===== src/rtl/spi_fm_pkg.sv =====
package spi_fm_pkg;
    localparam int OFS_CTRL  = 0;
    localparam int OFS_CMD   = 4;
    localparam int OFS_BUF   = 8;
    localparam int OFS_CFG   = 40;
    localparam int OFS_CNT   = 44;
    localparam int OFS_CS    = 56;
    localparam int START_POS = 8;
    localparam int BUSY_POS  = 16;
    localparam int DIV_POS   = 16;
    localparam int LSB_POS   = 3;
    localparam int NCMD_POS  = 24;
    localparam int NRX_POS   = 12;
    localparam int NTX_POS   = 0;
endpackage


===== src/rtl/spi_fm_timer.sv =====
module spi_fm_timer #(
    parameter int DIV_W = 12
) (
    input  logic             clk,
    input  logic             rst_n,
    input  logic             run,
    input  logic [DIV_W-1:0] div,
    output logic             rise,
    output logic             fall
);
    localparam int CNT_W = DIV_W + 1;

    logic [CNT_W-1:0] cnt_d, cnt_q;
    logic [CNT_W-1:0] period_m1, half;

    always_comb begin
        period_m1 = {1'b0, div} + CNT_W'(1);
        half      = ({1'b0, div} + CNT_W'(2)) >> 1;
        rise      = run && (cnt_q == half - CNT_W'(1));
        fall      = run && (cnt_q == period_m1);
        if (!run || fall) cnt_d = '0;
        else              cnt_d = cnt_q + CNT_W'(1);
    end

    always_ff @(posedge clk or negedge rst_n) begin
        if (!rst_n) cnt_q <= '0;
        else        cnt_q <= cnt_d;
    end
endmodule


===== src/rtl/spi_fm_bitsel.sv =====
module spi_fm_bitsel #(
    parameter int CMD_BITS  = 32,
    parameter int BUF_BYTES = 32,
    parameter int IDX_W     = 10,
    parameter int CMD_W     = 6,
    parameter int LEN_W     = 9,
    parameter int BIDX_W    = 5
) (
    input  logic [IDX_W-1:0]          idx,
    input  logic [CMD_W-1:0]          ncmd,
    input  logic [LEN_W-1:0]          ntx,
    input  logic [CMD_BITS-1:0]       cmd,
    input  logic [BUF_BYTES-1:0][7:0] dbuf,
    input  logic                      lsb,
    output logic                      out_bit,
    output logic                      in_rx,
    output logic [BIDX_W-1:0]         rx_byte,
    output logic [2:0]                rx_pos
);
    logic [IDX_W-1:0]    rel_tx, rel_rx;
    logic [CMD_BITS-1:0] cmd_sh;
    logic [BIDX_W-1:0]   tx_byte;
    logic [2:0]          tx_pos;

    always_comb begin
        rel_tx  = idx - IDX_W'(ncmd);
        rel_rx  = rel_tx - IDX_W'(ntx);
        cmd_sh  = cmd << idx;
        tx_byte = rel_tx[3 +: BIDX_W];
        tx_pos  = lsb ? rel_tx[2:0] : ~rel_tx[2:0];
        rx_byte = rel_rx[3 +: BIDX_W];
        rx_pos  = lsb ? rel_rx[2:0] : ~rel_rx[2:0];
        out_bit = 1'b0;
        in_rx   = 1'b0;
        if (idx < IDX_W'(ncmd))        out_bit = cmd_sh[CMD_BITS-1];
        else if (rel_tx < IDX_W'(ntx)) out_bit = dbuf[tx_byte][tx_pos];
        else                           in_rx   = 1'b1;
    end

    logic unused_rel;
    assign unused_rel = ^rel_rx;
endmodule


===== src/rtl/spi_flash_master.sv =====
module spi_flash_master
    import spi_fm_pkg::*;
#(
    parameter int CMD_BITS  = 32,
    parameter int BUF_BYTES = 32,
    parameter int DIV_W     = 12,
    parameter int NUM_CS    = 2,
    parameter int ADDR_W    = 6
) (
    input  logic              clk,
    input  logic              rst_n,
    input  logic              reg_we,
    input  logic [ADDR_W-1:0] reg_addr,
    input  logic [31:0]       reg_wdata,
    output logic [31:0]       reg_rdata,
    output logic              sck,
    output logic              mosi,
    input  logic              miso,
    output logic [NUM_CS-1:0] cs_n
);
    localparam int BUF_BITS = BUF_BYTES * 8;
    localparam int LEN_W    = $clog2(BUF_BITS + 1);
    localparam int CMD_W    = $clog2(CMD_BITS + 1);
    localparam int IDX_W    = $clog2(CMD_BITS + 2 * BUF_BITS + 1);
    localparam int BIDX_W   = $clog2(BUF_BYTES);
    localparam int WIDX_W   = BIDX_W - 2;

    typedef struct packed {
        logic                      busy;
        logic [IDX_W-1:0]          bidx;
        logic                      sck;
        logic                      mosi;
        logic [CMD_BITS-1:0]       cmd;
        logic [BUF_BYTES-1:0][7:0] dbuf;
        logic [DIV_W-1:0]          div;
        logic                      lsb;
        logic [CMD_W-1:0]          ncmd;
        logic [LEN_W-1:0]          ntx;
        logic [LEN_W-1:0]          nrx;
        logic [NUM_CS-1:0]         csel;
    } state_t;

    state_t st_d, st_q;

    logic              rise, fall, busy_w;
    logic [IDX_W-1:0]  total, nxt_idx;
    logic              nxt_bit, cur_rx;
    logic [BIDX_W-1:0] cur_byte;
    logic [2:0]        cur_pos;
    logic              nxt_rx_unused, cur_bit_unused;
    logic [BIDX_W-1:0] nxt_byte_unused;
    logic [2:0]        nxt_pos_unused;
    logic [ADDR_W-1:0] buf_off;
    logic [WIDX_W-1:0] widx;
    logic              in_buf, start_req;

    assign busy_w  = st_q.busy;
    assign total   = IDX_W'(st_q.ncmd) + IDX_W'(st_q.ntx) + IDX_W'(st_q.nrx);
    assign nxt_idx = st_q.busy ? st_q.bidx + IDX_W'(1) : '0;

    spi_fm_timer #(.DIV_W(DIV_W)) u_timer (
        .clk(clk), .rst_n(rst_n), .run(st_q.busy), .div(st_q.div),
        .rise(rise), .fall(fall)
    );

    spi_fm_bitsel #(
        .CMD_BITS(CMD_BITS), .BUF_BYTES(BUF_BYTES), .IDX_W(IDX_W),
        .CMD_W(CMD_W), .LEN_W(LEN_W), .BIDX_W(BIDX_W)
    ) u_next (
        .idx(nxt_idx), .ncmd(st_q.ncmd), .ntx(st_q.ntx), .cmd(st_q.cmd),
        .dbuf(st_q.dbuf), .lsb(st_q.lsb), .out_bit(nxt_bit),
        .in_rx(nxt_rx_unused), .rx_byte(nxt_byte_unused), .rx_pos(nxt_pos_unused)
    );

    spi_fm_bitsel #(
        .CMD_BITS(CMD_BITS), .BUF_BYTES(BUF_BYTES), .IDX_W(IDX_W),
        .CMD_W(CMD_W), .LEN_W(LEN_W), .BIDX_W(BIDX_W)
    ) u_cur (
        .idx(st_q.bidx), .ncmd(st_q.ncmd), .ntx(st_q.ntx), .cmd(st_q.cmd),
        .dbuf(st_q.dbuf), .lsb(st_q.lsb), .out_bit(cur_bit_unused),
        .in_rx(cur_rx), .rx_byte(cur_byte), .rx_pos(cur_pos)
    );

    always_comb begin
        buf_off   = reg_addr - ADDR_W'(OFS_BUF);
        widx      = buf_off[2 +: WIDX_W];
        in_buf    = (reg_addr >= ADDR_W'(OFS_BUF)) &&
                    (reg_addr < ADDR_W'(OFS_BUF + BUF_BYTES));
        start_req = reg_we && (reg_addr == ADDR_W'(OFS_CTRL)) && reg_wdata[START_POS];
        st_d      = st_q;

        // Register writes; setup registers are frozen while a transfer runs
        if (reg_we) begin
            if (reg_addr == ADDR_W'(OFS_CS)) st_d.csel = reg_wdata[NUM_CS-1:0];
            if (!st_q.busy) begin
                if (reg_addr == ADDR_W'(OFS_CMD)) st_d.cmd = reg_wdata[CMD_BITS-1:0];
                if (reg_addr == ADDR_W'(OFS_CFG)) begin
                    st_d.div = reg_wdata[DIV_POS +: DIV_W];
                    st_d.lsb = reg_wdata[LSB_POS];
                end
                if (reg_addr == ADDR_W'(OFS_CNT)) begin
                    st_d.ncmd = reg_wdata[NCMD_POS +: CMD_W];
                    st_d.nrx  = reg_wdata[NRX_POS +: LEN_W];
                    st_d.ntx  = reg_wdata[NTX_POS +: LEN_W];
                end
                if (in_buf) begin
                    for (int b = 0; b < 4; b++)
                        st_d.dbuf[{widx, 2'(b)}] = reg_wdata[8*b +: 8];
                end
            end
        end

        // Transfer sequencer
        if (!st_q.busy) begin
            if (start_req && total != '0) begin
                st_d.busy = 1'b1;
                st_d.bidx = '0;
                st_d.sck  = 1'b0;
                st_d.mosi = nxt_bit;
            end
        end else begin
            if (rise) begin
                st_d.sck = 1'b1;
                if (cur_rx) st_d.dbuf[cur_byte][cur_pos] = miso;
            end
            if (fall) begin
                st_d.sck = 1'b0;
                if (st_q.bidx == total - IDX_W'(1)) begin
                    st_d.busy = 1'b0;
                    st_d.bidx = '0;
                    st_d.mosi = 1'b0;
                end else begin
                    st_d.bidx = nxt_idx;
                    st_d.mosi = nxt_bit;
                end
            end
        end
    end

    always_ff @(posedge clk or negedge rst_n) begin
        if (!rst_n) st_q <= '0;
        else        st_q <= st_d;
    end

    always_comb begin
        reg_rdata = '0;
        if (reg_addr == ADDR_W'(OFS_CTRL)) reg_rdata[BUSY_POS] = busy_w;
        if (reg_addr == ADDR_W'(OFS_CMD))  reg_rdata[CMD_BITS-1:0] = st_q.cmd;
        if (reg_addr == ADDR_W'(OFS_CFG)) begin
            reg_rdata[DIV_POS +: DIV_W] = st_q.div;
            reg_rdata[LSB_POS]          = st_q.lsb;
        end
        if (reg_addr == ADDR_W'(OFS_CNT)) begin
            reg_rdata[NCMD_POS +: CMD_W] = st_q.ncmd;
            reg_rdata[NRX_POS +: LEN_W]  = st_q.nrx;
            reg_rdata[NTX_POS +: LEN_W]  = st_q.ntx;
        end
        if (reg_addr == ADDR_W'(OFS_CS)) reg_rdata[NUM_CS-1:0] = st_q.csel;
        if (in_buf) begin
            for (int b = 0; b < 4; b++)
                reg_rdata[8*b +: 8] = st_q.dbuf[{widx, 2'(b)}];
        end
    end

    assign sck  = st_q.sck;
    assign mosi = st_q.mosi;
    assign cs_n = ~st_q.csel;

    logic unused_ok;
    assign unused_ok = ^{nxt_rx_unused, nxt_byte_unused, nxt_pos_unused, cur_bit_unused, buf_off, reg_wdata};
endmodule


===== config.mk =====
export PLATFORM = sky130hd
export DESIGN_NAME = spi_flash_master
export DESIGN_NICKNAME = d
export VERILOG_FILES = /design/src/rtl/spi_fm_pkg.sv /design/src/rtl/spi_fm_timer.sv /design/src/rtl/spi_fm_bitsel.sv /design/src/rtl/spi_flash_master.sv
export SDC_FILE = /design/constraint.sdc
export NUM_CORES = 1
export LEC_CHECK = 0
export BUFFER_PORTS_ARGS = -buffer_cell sky130_fd_sc_hd__buf_2
export CORE_MARGIN = 3
export CORE_UTILIZATION = 40
export DETAILED_ROUTE_END_ITERATION = 8
export PLACE_DENSITY_LB_ADDON = 0.2
export RECOVER_POWER = 50
export SYNTH_ARGS = -nofsm -noshare
export SYNTH_HDL_FRONTEND = slang
export SYNTH_HIERARCHICAL = 1
export SYNTH_SLANG_ARGS = --single-unit

===== constraint.sdc =====
create_clock -name clk -period 5.3 [get_ports clk]
set_input_delay 0.265 -clock clk [delete_from_list [all_inputs] [get_ports clk]]
set_output_delay 0.265 -clock clk [all_outputs]
set_load 0.01 [all_outputs]

==> results of run 1 <==
-- metal layers --
metal / routed length [um] / track usage, % / up-vias / part of all wire (%)
li1: - / - / 10000 / -
met1: 44000 / 40.5 / 11500 / 41
met3: 8870 / 5.83 / 223 / 8.3
met4: 4830 / 11.7 / 0 / 4.5
met5: 0 / 0 / - / 0
met2: 49300 / 48.3 / 1153 / 46
-- path summary, 6_finish.rpt --
check | startpoint | endpoint | slack, ns | depth (start not counted)
max in group asynchronous | rst_n | st_q[149] | 1.32 | 3
min reg2reg | st_q[324] | st_q[324] | 0.54 | 1
min | reg_we | st_q[1] | 0.04 | 3
max | st_q[329] | mosi | 0.23 | 19
min in group asynchronous | rst_n | st_q[29] | 1.05 | 2
max reg2reg | st_q[329] | mosi | 0.23 | 19
-- cell type report --
class	instances	area, um^2
Timing Repair Buffer	210	1550
Inverter	66	248
Sequential cell	353	8830
Fill cell	6213	35300
Multi-Input combinational cell	2127	16300
Clock buffer	68	1320
Antenna cell	1	2.50
Clock inverter	11	92.6
Tap cell	855	1070
-- worst reg2reg max path, cell delays in order (launching register included) --
cell and delay, ns:
dfrtp_1 0.48, ha_1 0.25, nand3_1 0.20, xnor2_1 0.19
and2_1 0.20, ha_1 0.35, nand2_1 0.10, o21ai_1 0.33
mux2i_4 0.41, nor2_8 0.07, inv_2 0.22, buf_4 0.30
mux2i_1 0.48, a311o_1 0.25, a211oi_1 0.06, o41a_1 0.40
o2111ai_1 0.14, o211ai_2 0.16, a22o_1 0.23, a21o_1 0.15
-- state kept, by name, summed over array words and instances (netlist names) --
name / count
st_q: 337
sck: 1
busy_w: 1
u_timer/cnt_q: 13
mosi: 1
-- power by group through the flow --
| stage | sequential (mW) | combinational (mW) | clock [mW] |
|---|---|---|---|
| global route | 4.13 | 6.84 | 3.17 |
| global placement | 4.08 | 6.27 | 0 |
| detailed placement | 4.10 | 6.33 | 0 |
| finish | 4.09 | 6.51 | 3.02 |
| floorplan | 3.68 | 4.18 | 0 |
| CTS | 4.05 | 6.35 | 3.07 |
-- timing repair --
item | 4_1_cts | 5_1_grt
setup endpoints to repair | 0 | 1
hold endpoints to repair | 99 | 0
setup buffers | 0 | 2
hold buffers | 1 | 0
resized for setup | 0 | 3
-- through the flow --
stage | utilization, % | cells
after floorplan | - | 2773
after global placement | 43.2 | 3608
after detailed placement | 43.2 | 3608
after CTS | 45.5 | 3688
after global routing | 45.4 | 3690
final | 45.4 | 3691
==> qor.csv, run 1 <==
metric;value;unit
power_frac_seq;30.0;%
cts_made_buffers;44;
drtPass1Iterations;6;
fp-row-count;93;
stdcell_area;29400;um^2
antenna_found_initial;0;
p_sw_share;42.9;%
required;5.78;ns
routed-via-count;22900;
finalMaxSlewViolations;336;
period_share;95.7;%
preCtsSetupSlack;0.204;ns
die_w;262;um
crit_buf_inv;2;
h-tree-depth;2;
internal_power;7.78;mW
finalWorstSetupSlack;0.228;ns
clock_path_buffers;3;
dpl-instance-area;28000;um^2
min_path_type;in2reg;
hold_viol_final;0;
io_buffers;77;
p_leak;13.5;nW
cts_tree;built;
cp_top_family;compound AO/OA/AOI/OAI gates;
fmax;197;MHz
hpwl;76800;um
period_needed;5.07;ns
clock_skew;0.0299;ns
die-area;68800;um^2
initialDrtViolationCount;2646;
drt-total-wl;107000;um
core_area;64700;um^2
worstMarginPinSlew;2.81;ns
place.gp.congestion;0.972;
synthCells;2773;
setup_viol;0;
grt_use_total;30.2;%
wl_per_cell;29.0;um
status;finished with violations;
ant_nets;0;
path_cells;ha_1 > nand3_1 > xnor2_1 > and2_1 > ha_1 > nand2_1 > o21ai_1 > mux2i_4 > nor2_8 > inv_2 > buf_4 > mux2i_1 > a311o_1 > a211oi_1 > o41a_1 > o2111ai_1 > o211ai_2 > a22o_1 > a21o_1;
cap_viol_max_count;4;
drcViolationCount;0;
via_per_inst;6.21;
slowest_stage;dfrtp_1;
io_pins;78;
fin_setup_tns;0;ns
avgSynthCellArea;9.48;um^2
synth_nets;2879;
grt.overflow.total;0;
die_h;262;um
max_stage_delay;0.48;ns
grt_pass1_wl;155000;um
syn-cell-area;26300;um^2
endpoint_kind;flip-flop;
pwr-share-comb;47.8;%
violations;max-capacitance violations, max-slew violations;
hold-worst-slack;0.0383;ns
synth-warning-count;6;
grt_pass1_vias;22100;
max_slew_margin;-87.4;%
cp_data_arrival_time;5.55;ns
switching_power;5.85;mW
clkLatencyLatePin;0.59;ns
synthToLayoutAreaGrowth;11.7;%
final_cell_mix;353 x dfrtp_1, 340 x nor2_1, 339 x nand2_1;
grt_max_degree;152;
max-vdd-ir-drop;0.000231;V
total_power;13.6;mW
final_common_cell;dfrtp_1;
clkSinkCount;353;
start_kind;flip-flop;
crit_type;reg2reg;
cp_common_cell;ha_1;
rsz0062_at_grt;false;
critPathMaxFanout;12;
clkPwrFrac;22.2;%
p_per_area;464;nW/um^2
drive_gt1_share;18.9;%
clk_pin_slew;0.06;ns
nNetsFinal;2908;
start_util;40.6;%
clockRootBuffer;clkbuf_16;
Power figures use the tool's default switching activity.
==> run 2: changes to the inputs <==
--- a/config.mk
+++ b/config.mk
@@ -9,7 +9,7 @@
 export CORE_MARGIN = 3
 export CORE_UTILIZATION = 40
 export DETAILED_ROUTE_END_ITERATION = 8
-export PLACE_DENSITY_LB_ADDON = 0.2
+export PLACE_DENSITY = 0.6
 export RECOVER_POWER = 50
 export SYNTH_ARGS = -nofsm -noshare
 export SYNTH_HDL_FRONTEND = slang
==> run 2 against run 1 <==
Effect of this change:
- non-clock buffer count fell by 17
- the flow still finishes with violations (max-capacitance violations, max-slew violations)
- combinational power fell by 2%
- clock skew fell by 0.0029 ns
- clock-buffer cell count fell by 12
==> qor.csv, run 2 (synthesis gave the netlist of run 1 again) <==
metric;value;unit;change
initialDrtViolationCount;2826;;was 2646
drcViolationCount;0;;unchanged
fp-row-count;93;;unchanged
drt-total-wl;108000;um;was 107000 um
hold-worst-slack;0.0743;ns;was 0.0383 ns
finalMaxSlewViolations;283;;was 336
grt_pass1_wl;156000;um;was 155000 um
max_slew_margin;-94.7;%;was -87.4%
period_share;97.8;%;was 95.7%
cap_viol_max_count;4;;unchanged
die_h;262;um;unchanged
synthToLayoutAreaGrowth;11.3;%;was 11.7%
die-area;68800;um^2;unchanged
clock_path_buffers;3;;unchanged
stdcell_area;29300;um^2;was 29400 um^2
place.gp.congestion;0.998;;was 0.972
fmax;193;MHz;was 197 MHz
crit_type;in2out;;was reg2reg
crit_start;reg_addr[3];;was st_q[329]
final_common_cell;dfrtp_1;;unchanged
final_cell_mix;353 x dfrtp_1, 339 x nand2_1, 333 x nor2_1;;was 353 x dfrtp_1, 340 x nor2_1, 339 x nand2_1
start_util;40.6;%;unchanged
clkLatencyLatePin;0.59;ns;about the same
r2r_slack;0.19;ns;was 0.23 ns
max-vdd-ir-drop;0.000295;V;was 0.000231 V
die_w;262;um;unchanged
cts_tree;built;;unchanged
wl_per_cell;29.3;um;was 29.0 um
hold_viol_final;0;;unchanged
top_regs;st_q x337, u_timer/cnt_q x13;;unchanged
grt_use_total;30.4;%;was 30.2%
grt_pass1_vias;22200;;was 22100
grt.overflow.total;0;;unchanged
nNetsFinal;2890;;was 2908
largest_reg_flops;337;;unchanged
ant_nets;0;;unchanged
p_per_area;469;nW/um^2;was 464 nW/um^2
critPathMaxFanout;39;;was 12
required;5.04;ns;was 5.78 ns
grt_max_degree;140;;was 152
cts_made_buffers;43;;was 44
dpl-instance-area;27800;um^2;was 28000 um^2
clkSinkCount;353;;unchanged
setup_viol;0;;unchanged
cp_data_arrival_time;4.92;ns;was 5.55 ns
preCtsSetupSlack;0.258;ns;was 0.204 ns
hold_start;reg_we;;unchanged
status;finished with violations;;unchanged
finalWorstSetupSlack;0.116;ns;was 0.228 ns
violations;max-capacitance violations, max-slew violations;;unchanged
endpoint_kind;output port;;was flip-flop
rsz0062_at_grt;false;;unchanged
via_per_inst;6.30;;was 6.21
hpwl;76300;um;was 76800 um
clock_skew;0.0269;ns;was 0.0299 ns
period_needed;5.18;ns;was 5.07 ns
p_leak;13.5;nW;about the same
routed-via-count;23200;;was 22900
fillers;6259;;was 6213
io_pins;78;;unchanged
io_buffers;77;;unchanged
h-tree-depth;2;;unchanged
clk_pin_slew;0.07;ns;was 0.06 ns
worstMarginPinSlew;2.92;ns;was 2.81 ns
regMostFlops;st_q;;unchanged
r2r-start;st_q[329];;unchanged
min_path_type;in2reg;;unchanged
drtPass1Iterations;7;;was 6
clockRootBuffer;clkbuf_16;;unchanged
drive_gt1_share;18.8;%;was 18.9%
antenna_found_initial;4;;was 0
start_kind;input pin;;was flip-flop
core_area;64700;um^2;unchanged
fin_setup_tns;0;ns;unchanged
run 2: worst paths after layout:
kind | endpoint | depth (start not counted)
max reg2reg | mosi | 19
min | st_q[0] | 3
min in group asynchronous | u_timer/cnt_q[10] | 2
min reg2reg | st_q[320] | 1
max in group asynchronous | st_q[69] | 3
max | reg_rdata[5] | 8
run 2: where the power goes:
part / switching [mW] / internal [mW] / leakage [nW]
Clock: 1.28 / 1.94 / 0.733
Combinational: 3.80 / 2.59 / 8.44
Sequential: 0.808 / 3.31 / 4.28
run 2: layout make-up:
| type | instances | area (um^2) | share of cell area, % |
|---|---|---|---|
| Clock inverter | 20 | 290 | 0.992 |
| Tap cell | 855 | 1070 | 3.66 |
| Clock buffer | 56 | 1200 | 4.12 |
| Timing Repair Buffer | 193 | 1340 | 4.58 |
| Inverter | 66 | 250 | 0.855 |
| Multi-Input combinational cell | 2127 | 16300 | 55.6 |
| Antenna cell | 2 | 5.00 | 0.0171 |
| Sequential cell | 353 | 8830 | 30.2 |
run 2: per-layer routing:
layer  up-vias  global-route usage (%)  wire length, um
li1       9983                       -                -
met1     11500                    40.7            43400
met2      1340                    46.1            47200
met3       282                    8.14            11400
met4         2                    13.5             5600
met5         -                       0               13
run 2: what timing repair did:
| action | in CTS | in global routing |
|---|---|---|
| endpoints found under the setup margin | 0 | 1 |
| hold buffers | 1 | 0 |
| gates resized for setup | 0 | 2 |
| endpoints found under the hold margin | 107 | 0 |
| buffers inserted | 0 | 0 |
run 2: critical path: stages:
cell	delay [ns]
clkbuf_1	0.11
clkbuf_1	1.75
nand3_1	0.29
nor3b_1	0.30
clkbuf_1	1.13
a221oi_1	0.41
a21oi_1	0.43
buf_2	0.21
run 2: through the flow:
| stage | util, % | std cells | power [mW] |
|---|---|---|---|
| 2_1_floorplan | - | 2773 | 7.86 |
| 3_3_place_gp | 43.0 | 3593 | 10.2 |
| 3_5_place_dp | 43.0 | 3593 | 10.3 |
| 4_1_cts | 45.3 | 3670 | 13.5 |
| 5_1_grt | 45.2 | 3671 | 14.2 |
| 6_report | 45.2 | 3672 | 13.7 |
